### config.mk
export PLATFORM = sky130hd
export DESIGN_NAME = bank_addr_unit
export DESIGN_NICKNAME = d
export VERILOG_FILES = /design/src/rtl/bank_addr_pkg.sv /design/src/rtl/bank_direct_path.sv /design/src/rtl/bank_indirect_path.sv /design/src/rtl/bank_mirror_fold.sv /design/src/rtl/bank_addr_unit.sv
export SDC_FILE = /design/constraint.sdc
export NUM_CORES = 1
export LEC_CHECK = 0
export BUFFER_PORTS_ARGS = -buffer_cell sky130_fd_sc_hd__buf_2
export CAP_MARGIN = 25
export CORE_MARGIN = 5
export CORE_UTILIZATION = 45
export CTS_BUF_LIST = sky130_fd_sc_hd__clkbuf_16
export DETAILED_ROUTE_END_ITERATION = 12
export GPL_TIMING_DRIVEN = 0
export PLACE_DENSITY = 0.82
export SETUP_SLACK_MARGIN = 0.05
export SYNTH_ARGS = -nofsm -noshare
export SYNTH_HDL_FRONTEND = slang
export SYNTH_HIERARCHICAL = 1
export SYNTH_SLANG_ARGS = --single-unit
### constraint.sdc
create_clock -name clk -period 2.66 [get_ports clk]
set_clock_uncertainty 0.05 [all_clocks]
set_input_delay 0.532 -clock clk [delete_from_list [all_inputs] [get_ports clk]]
set_output_delay 0.532 -clock clk [all_outputs]
set_load 0.05 [all_outputs]
### src/rtl/bank_addr_pkg.sv
package bank_addr_pkg;

    localparam int FILE_W    = 7;
    localparam int BANK_W    = 2;
    localparam int ADDR_W    = FILE_W + BANK_W;
    localparam int PTR_W     = ADDR_W - 1;
    localparam int STAT_W    = 8;
    localparam int RP_LO     = 5;
    localparam int IRP_BIT   = 7;
    localparam int MIR_SPAN  = 16;
    localparam int MIR_IDX_W = $clog2(MIR_SPAN);

    typedef logic [ADDR_W-1:0] faddr_t;
    typedef logic [FILE_W-1:0] slot_t;

    typedef enum logic [1:0] {
        MODE_IDLE     = 2'd0,
        MODE_DIRECT   = 2'd1,
        MODE_INDIRECT = 2'd2
    } amode_e;

    typedef struct packed {
        faddr_t addr;
        logic   mirror;
        logic   indirect;
        logic   self_ptr;
    } route_t;

    function automatic slot_t low_slot(input faddr_t a);
        return a[FILE_W-1:0];
    endfunction

    function automatic logic slot_in_span(input slot_t s);
        return (s >> MIR_IDX_W) == '0;
    endfunction

endpackage

### src/rtl/bank_direct_path.sv
module bank_direct_path
    import bank_addr_pkg::*;
(
    input  logic [FILE_W-1:0] file_sel,
    input  logic [BANK_W-1:0] bank_bits,
    output faddr_t            addr
);
    assign addr = {bank_bits, file_sel};
endmodule

### src/rtl/bank_indirect_path.sv
module bank_indirect_path
    import bank_addr_pkg::*;
(
    input  logic             ptr_bank,
    input  logic [PTR_W-1:0] ptr_val,
    output faddr_t           addr
);
    assign addr = {ptr_bank, ptr_val};
endmodule

### src/rtl/bank_mirror_fold.sv
module bank_mirror_fold
    import bank_addr_pkg::*;
#(
    parameter logic [MIR_SPAN-1:0] MIRROR_MASK = 16'h0C1D
)(
    input  faddr_t eff_addr,
    output faddr_t fold_addr,
    output logic   hit
);
    slot_t               slot;
    logic [MIR_SPAN-1:0] match;

    assign slot = low_slot(eff_addr);

    generate
        for (genvar gi = 0; gi < MIR_SPAN; gi++) begin : g_slot
            if (MIRROR_MASK[gi]) begin : g_on
                assign match[gi] = slot_in_span(slot) &&
                                   (slot[MIR_IDX_W-1:0] == MIR_IDX_W'(gi));
            end else begin : g_off
                assign match[gi] = 1'b0;
            end
        end
    endgenerate

    assign hit       = |match;
    assign fold_addr = hit ? {{BANK_W{1'b0}}, slot} : eff_addr;
endmodule

### src/rtl/bank_addr_unit.sv
module bank_addr_unit
    import bank_addr_pkg::*;
#(
    parameter logic [MIR_SPAN-1:0] MIRROR_MASK = 16'h0C1D,
    parameter int                  PTR_SLOT    = 0
)(
    input  logic              clk,
    input  logic              rst,
    input  logic [FILE_W-1:0] file_sel,
    input  logic [STAT_W-1:0] status_q,
    input  logic [PTR_W-1:0]  fsr_q,
    input  logic              rd_req,
    input  logic              wr_req,
    output logic [ADDR_W-1:0] phys_addr,
    output logic              mem_rd,
    output logic              mem_wr,
    output logic              rd_zero,
    output logic              mirror_hit,
    output logic              via_ptr
);
    localparam slot_t PTR_SLOT_V = slot_t'(PTR_SLOT);

    logic   unused_stat;
    amode_e mode;
    faddr_t dir_addr;
    faddr_t ind_addr;
    faddr_t eff_addr;
    faddr_t fold_addr;
    logic   fold_hit;
    route_t route;

    assign unused_stat = ^status_q[RP_LO-1:0];

    always_comb begin
        if (!(rd_req || wr_req))          mode = MODE_IDLE;
        else if (file_sel == PTR_SLOT_V)  mode = MODE_INDIRECT;
        else                              mode = MODE_DIRECT;
    end

    bank_direct_path u_dir (
        .file_sel  (file_sel),
        .bank_bits (status_q[RP_LO +: BANK_W]),
        .addr      (dir_addr)
    );

    bank_indirect_path u_ind (
        .ptr_bank (status_q[IRP_BIT]),
        .ptr_val  (fsr_q),
        .addr     (ind_addr)
    );

    assign eff_addr = (mode == MODE_INDIRECT) ? ind_addr : dir_addr;

    bank_mirror_fold #(.MIRROR_MASK(MIRROR_MASK)) u_fold (
        .eff_addr  (eff_addr),
        .fold_addr (fold_addr),
        .hit       (fold_hit)
    );

    always_comb begin
        route.addr     = fold_addr;
        route.mirror   = fold_hit;
        route.indirect = (mode == MODE_INDIRECT);
        route.self_ptr = (mode == MODE_INDIRECT) &&
                         (low_slot(eff_addr) == PTR_SLOT_V);
    end

    always_ff @(posedge clk) begin
        if (rst) begin
            phys_addr  <= '0;
            mem_rd     <= 1'b0;
            mem_wr     <= 1'b0;
            rd_zero    <= 1'b0;
            mirror_hit <= 1'b0;
            via_ptr    <= 1'b0;
        end else begin
            mem_rd  <= rd_req && !route.self_ptr;
            mem_wr  <= wr_req && !route.self_ptr;
            rd_zero <= rd_req &&  route.self_ptr;
            if (mode != MODE_IDLE) begin
                phys_addr  <= route.addr;
                mirror_hit <= route.mirror;
                via_ptr    <= route.indirect;
            end
        end
    end
endmodule

==> results.yml <==
outcome:
  status: "finished, final reports clean"
worst_setup_path:
  endpoint: "mirror_hit"
  critPathCaptureType: "register"
  cp_slowest_stage_delay_ns: 0.37
  start_kind: "input pin"
  timing.rr.end: "phys_addr[8]"
  rr_startpoint: "phys_addr[8]"
  path_class: "input pin to register"
  regToRegSetupSlack_ns: 2.03
  ff2ff_path_depth: 2
  worstPathMaxFanout: 10
  worst_ep_arrival_time_ns: 2.40
  cp_slowest_cell: "mux2_2"
  crit_chain: "buf_2, nor4_1, and3_2, buf_6, mux2_2, nor3_2, o21a_1, nand2_1, a21oi_1"
  cp.required_ns: 2.78
  crit_start: "file_sel[1]"
routing:
  drt-pass1-iter-count: 4
  ant_nets: 0
  drc: 0
  routed-via-count: 784
  routed_wl_um: 1940
  routedWlPerCell_um: 12.0
  vias_per_cell: 4.84
  initialDrtViolationCount: 6
sta:
  hold_viol_final: 0
  setup_viol: 0
  finalSetupTns_ns: 0
  finalMaxSlewViolations: 0
  rsz0062_at_grt: "no"
  worst_pin_slew_ns: 0.401
  slew_headroom: 0.732
  timing.final.crit_share: 0.857
  maxClockFrequency_mhz: 439
  fin_crit_ns: 2.28
die:
  initial_utilization: 0.463
  rows: 16
  core_area_sq_mm: 0.00194
  ios: 41
  die_height_um: 54.7
  die_w_um: 54.7
  die_area_sq_mm: 0.00299
clocking:
  htree_levels: 1
  clk_pin_slew_ns: 0.04
  cts_tree: "done"
  cts.sinks: 14
  clk_latency_ns: 0.24
  numCtsBuffers: 3
  clock-root-buffer: "clkbuf_16"
  ctsHoldBuffers: 0
  cts_max_path_buffers: 2
  cts.repair.resized: 0
  postCtsSetupRepairBufs: 0
finish:
  insertedDiodeCount: 0
  nFillCells: 183
  mostFrequentLayoutCell: "buf_4"
  layout.nets: 163
  area_growth_syn_to_layout_pct: 25.9
  drive_gt1_frac: 0.496
  final_cell_mix: "25 x buf_4, 24 x buf_2, 21 x nand2_1"
global_route:
  grtUsageTotal: 0.139
  grt_pass1_wl_um: 2980
  first_global_vias: 737
  grt_max_degree: 11
  antenna_found_initial: 0
  gr-total-overflow: 0
worst_hold_path:
  hp-class: "register to register"
placement:
  portBuffers: 24
  dp_hpwl_um: 1590
  gp_congestion: 0.818
synth:
  netlist_area_sq_um: 898
  synth_seq_area_share: 0.312
  synthDistinctLibCells: 22
  yosys_warnings: 6
  syn_avg_cell_area_sq_um: 8.40
  synthCells: 107
  synth-seq-cells: 14
  syn_nets: 134
power:
  power_leakage_nw: 0.540
  ir_drop_mv: 0.334
  design_power_total_uw: 642
  power_density_mw_per_mm2: 568
job:
  max_cap_violations: 0
[metal layers]
metal | track usage | wire length [um] | share of wire | up-vias
met5 | 0 | 0 | 0 | -
met4 | 0.0456 | 20 | 0.010 | 0
met3 | 0.0381 | 141 | 0.073 | 4
met2 | 0.283 | 1100 | 0.57 | 29
met1 | 0.127 | 676 | 0.35 | 360
li1 | - | - | - | 391
[registers in the layout, indices dropped and copies added, names as in the netlist]
name,cells
rd_zero,1
phys_addr,9
mirror_hit,1
mem_wr,1
via_ptr,1
mem_rd,1
[worst min-delay path by stage]
| stage | from | end | slack [ns] | cells after the start |
|---|---|---|---|---|
| 4_1_cts | phys_addr[1] | phys_addr[1] | 0.40 | 2 |
| 2_1_floorplan | rst | phys_addr[3] | 0.55 | 1 |
| 5_1_grt | via_ptr | via_ptr | 0.42 | 2 |
| 3_5_place_dp | phys_addr[1] | phys_addr[1] | 0.40 | 2 |
| 3_3_place_gp | phys_addr[3] | phys_addr[3] | 0.39 | 2 |
| 6_report | phys_addr[1] | phys_addr[1] | 0.40 | 2 |
[critical path: cells and delay by family]
family	cells	cell delay (ns)
buffers and inverters	2	0.25
multiplexers	1	0.37
AND/OR/NAND/NOR	4	0.94
AO/OA/AOI/OAI	2	0.29
[power breakdown]
group          internal [mW]  switching [mW]  total, mW
logic                 0.0549          0.0795      0.134
registers              0.222         0.00445      0.226
clock network          0.198          0.0834      0.282
total                  0.475           0.167      0.642
[kinds of logic (layout without fill, tap and decap cells)]
family,after synthesis,after routing,share of synthesized area
muxes,9,9,0.113
and+or+nand+nor,35,35,0.219
buffers and inverters,31,59,0.242
AOI/OAI and AO/OA,18,18,0.114
DFF,14,14,0.312
[synth_stat cells]
cell,n,share of area
buf_4,25,0.21
nand2_1,21,0.088
dfxtp_1,14,0.31
a21oi_1,13,0.072
mux2_2,9,0.11
o31ai_1,4,0.033
clkbuf_1,3,0.013
inv_1,2,0.0084
nand2b_1,2,0.014
nor3_1,2,0.011
and3_2,1,0.0084
and4b_1,1,0.011
buf_6,1,0.013
nand3_1,1,0.0056
nor2_1,1,0.0042
nor2b_4,1,0.015
nor3_2,1,0.011
nor4_1,1,0.0070
nor4_4,1,0.024
o21a_1,1,0.0084
or2_1,1,0.0070
or4_4,1,0.013
[through the flow]
| step | hold slack [ns] | area (sq um) | util | std cells | setup slack [ns] |
|---|---|---|---|---|---|
| floorplan | 0.551 | 898 | - | 107 | 0.448 |
| global placement | 0.387 | 1050 | 0.542 | 158 | 0.153 |
| detailed placement | 0.397 | 1050 | 0.542 | 158 | 0.129 |
| CTS | 0.403 | 1130 | 0.582 | 162 | 0.372 |
| global route | 0.421 | 1130 | 0.582 | 162 | 0.212 |
| finish | 0.401 | 1130 | 0.582 | 162 | 0.381 |
[area by class of cell]
cell class              count  area, sq um  share of cell area
plain buffers              29          210               0.186
clock buffers               3         75.1              0.0664
clock inverters             1         3.75             0.00332
inverters                   2         7.51             0.00664
multi-input cells          62          400               0.354
flip-flops and latches     14          280               0.248
well taps                  27         33.8              0.0299
repair buffers             24          120               0.106
Power figures use the tool's default switching activity.
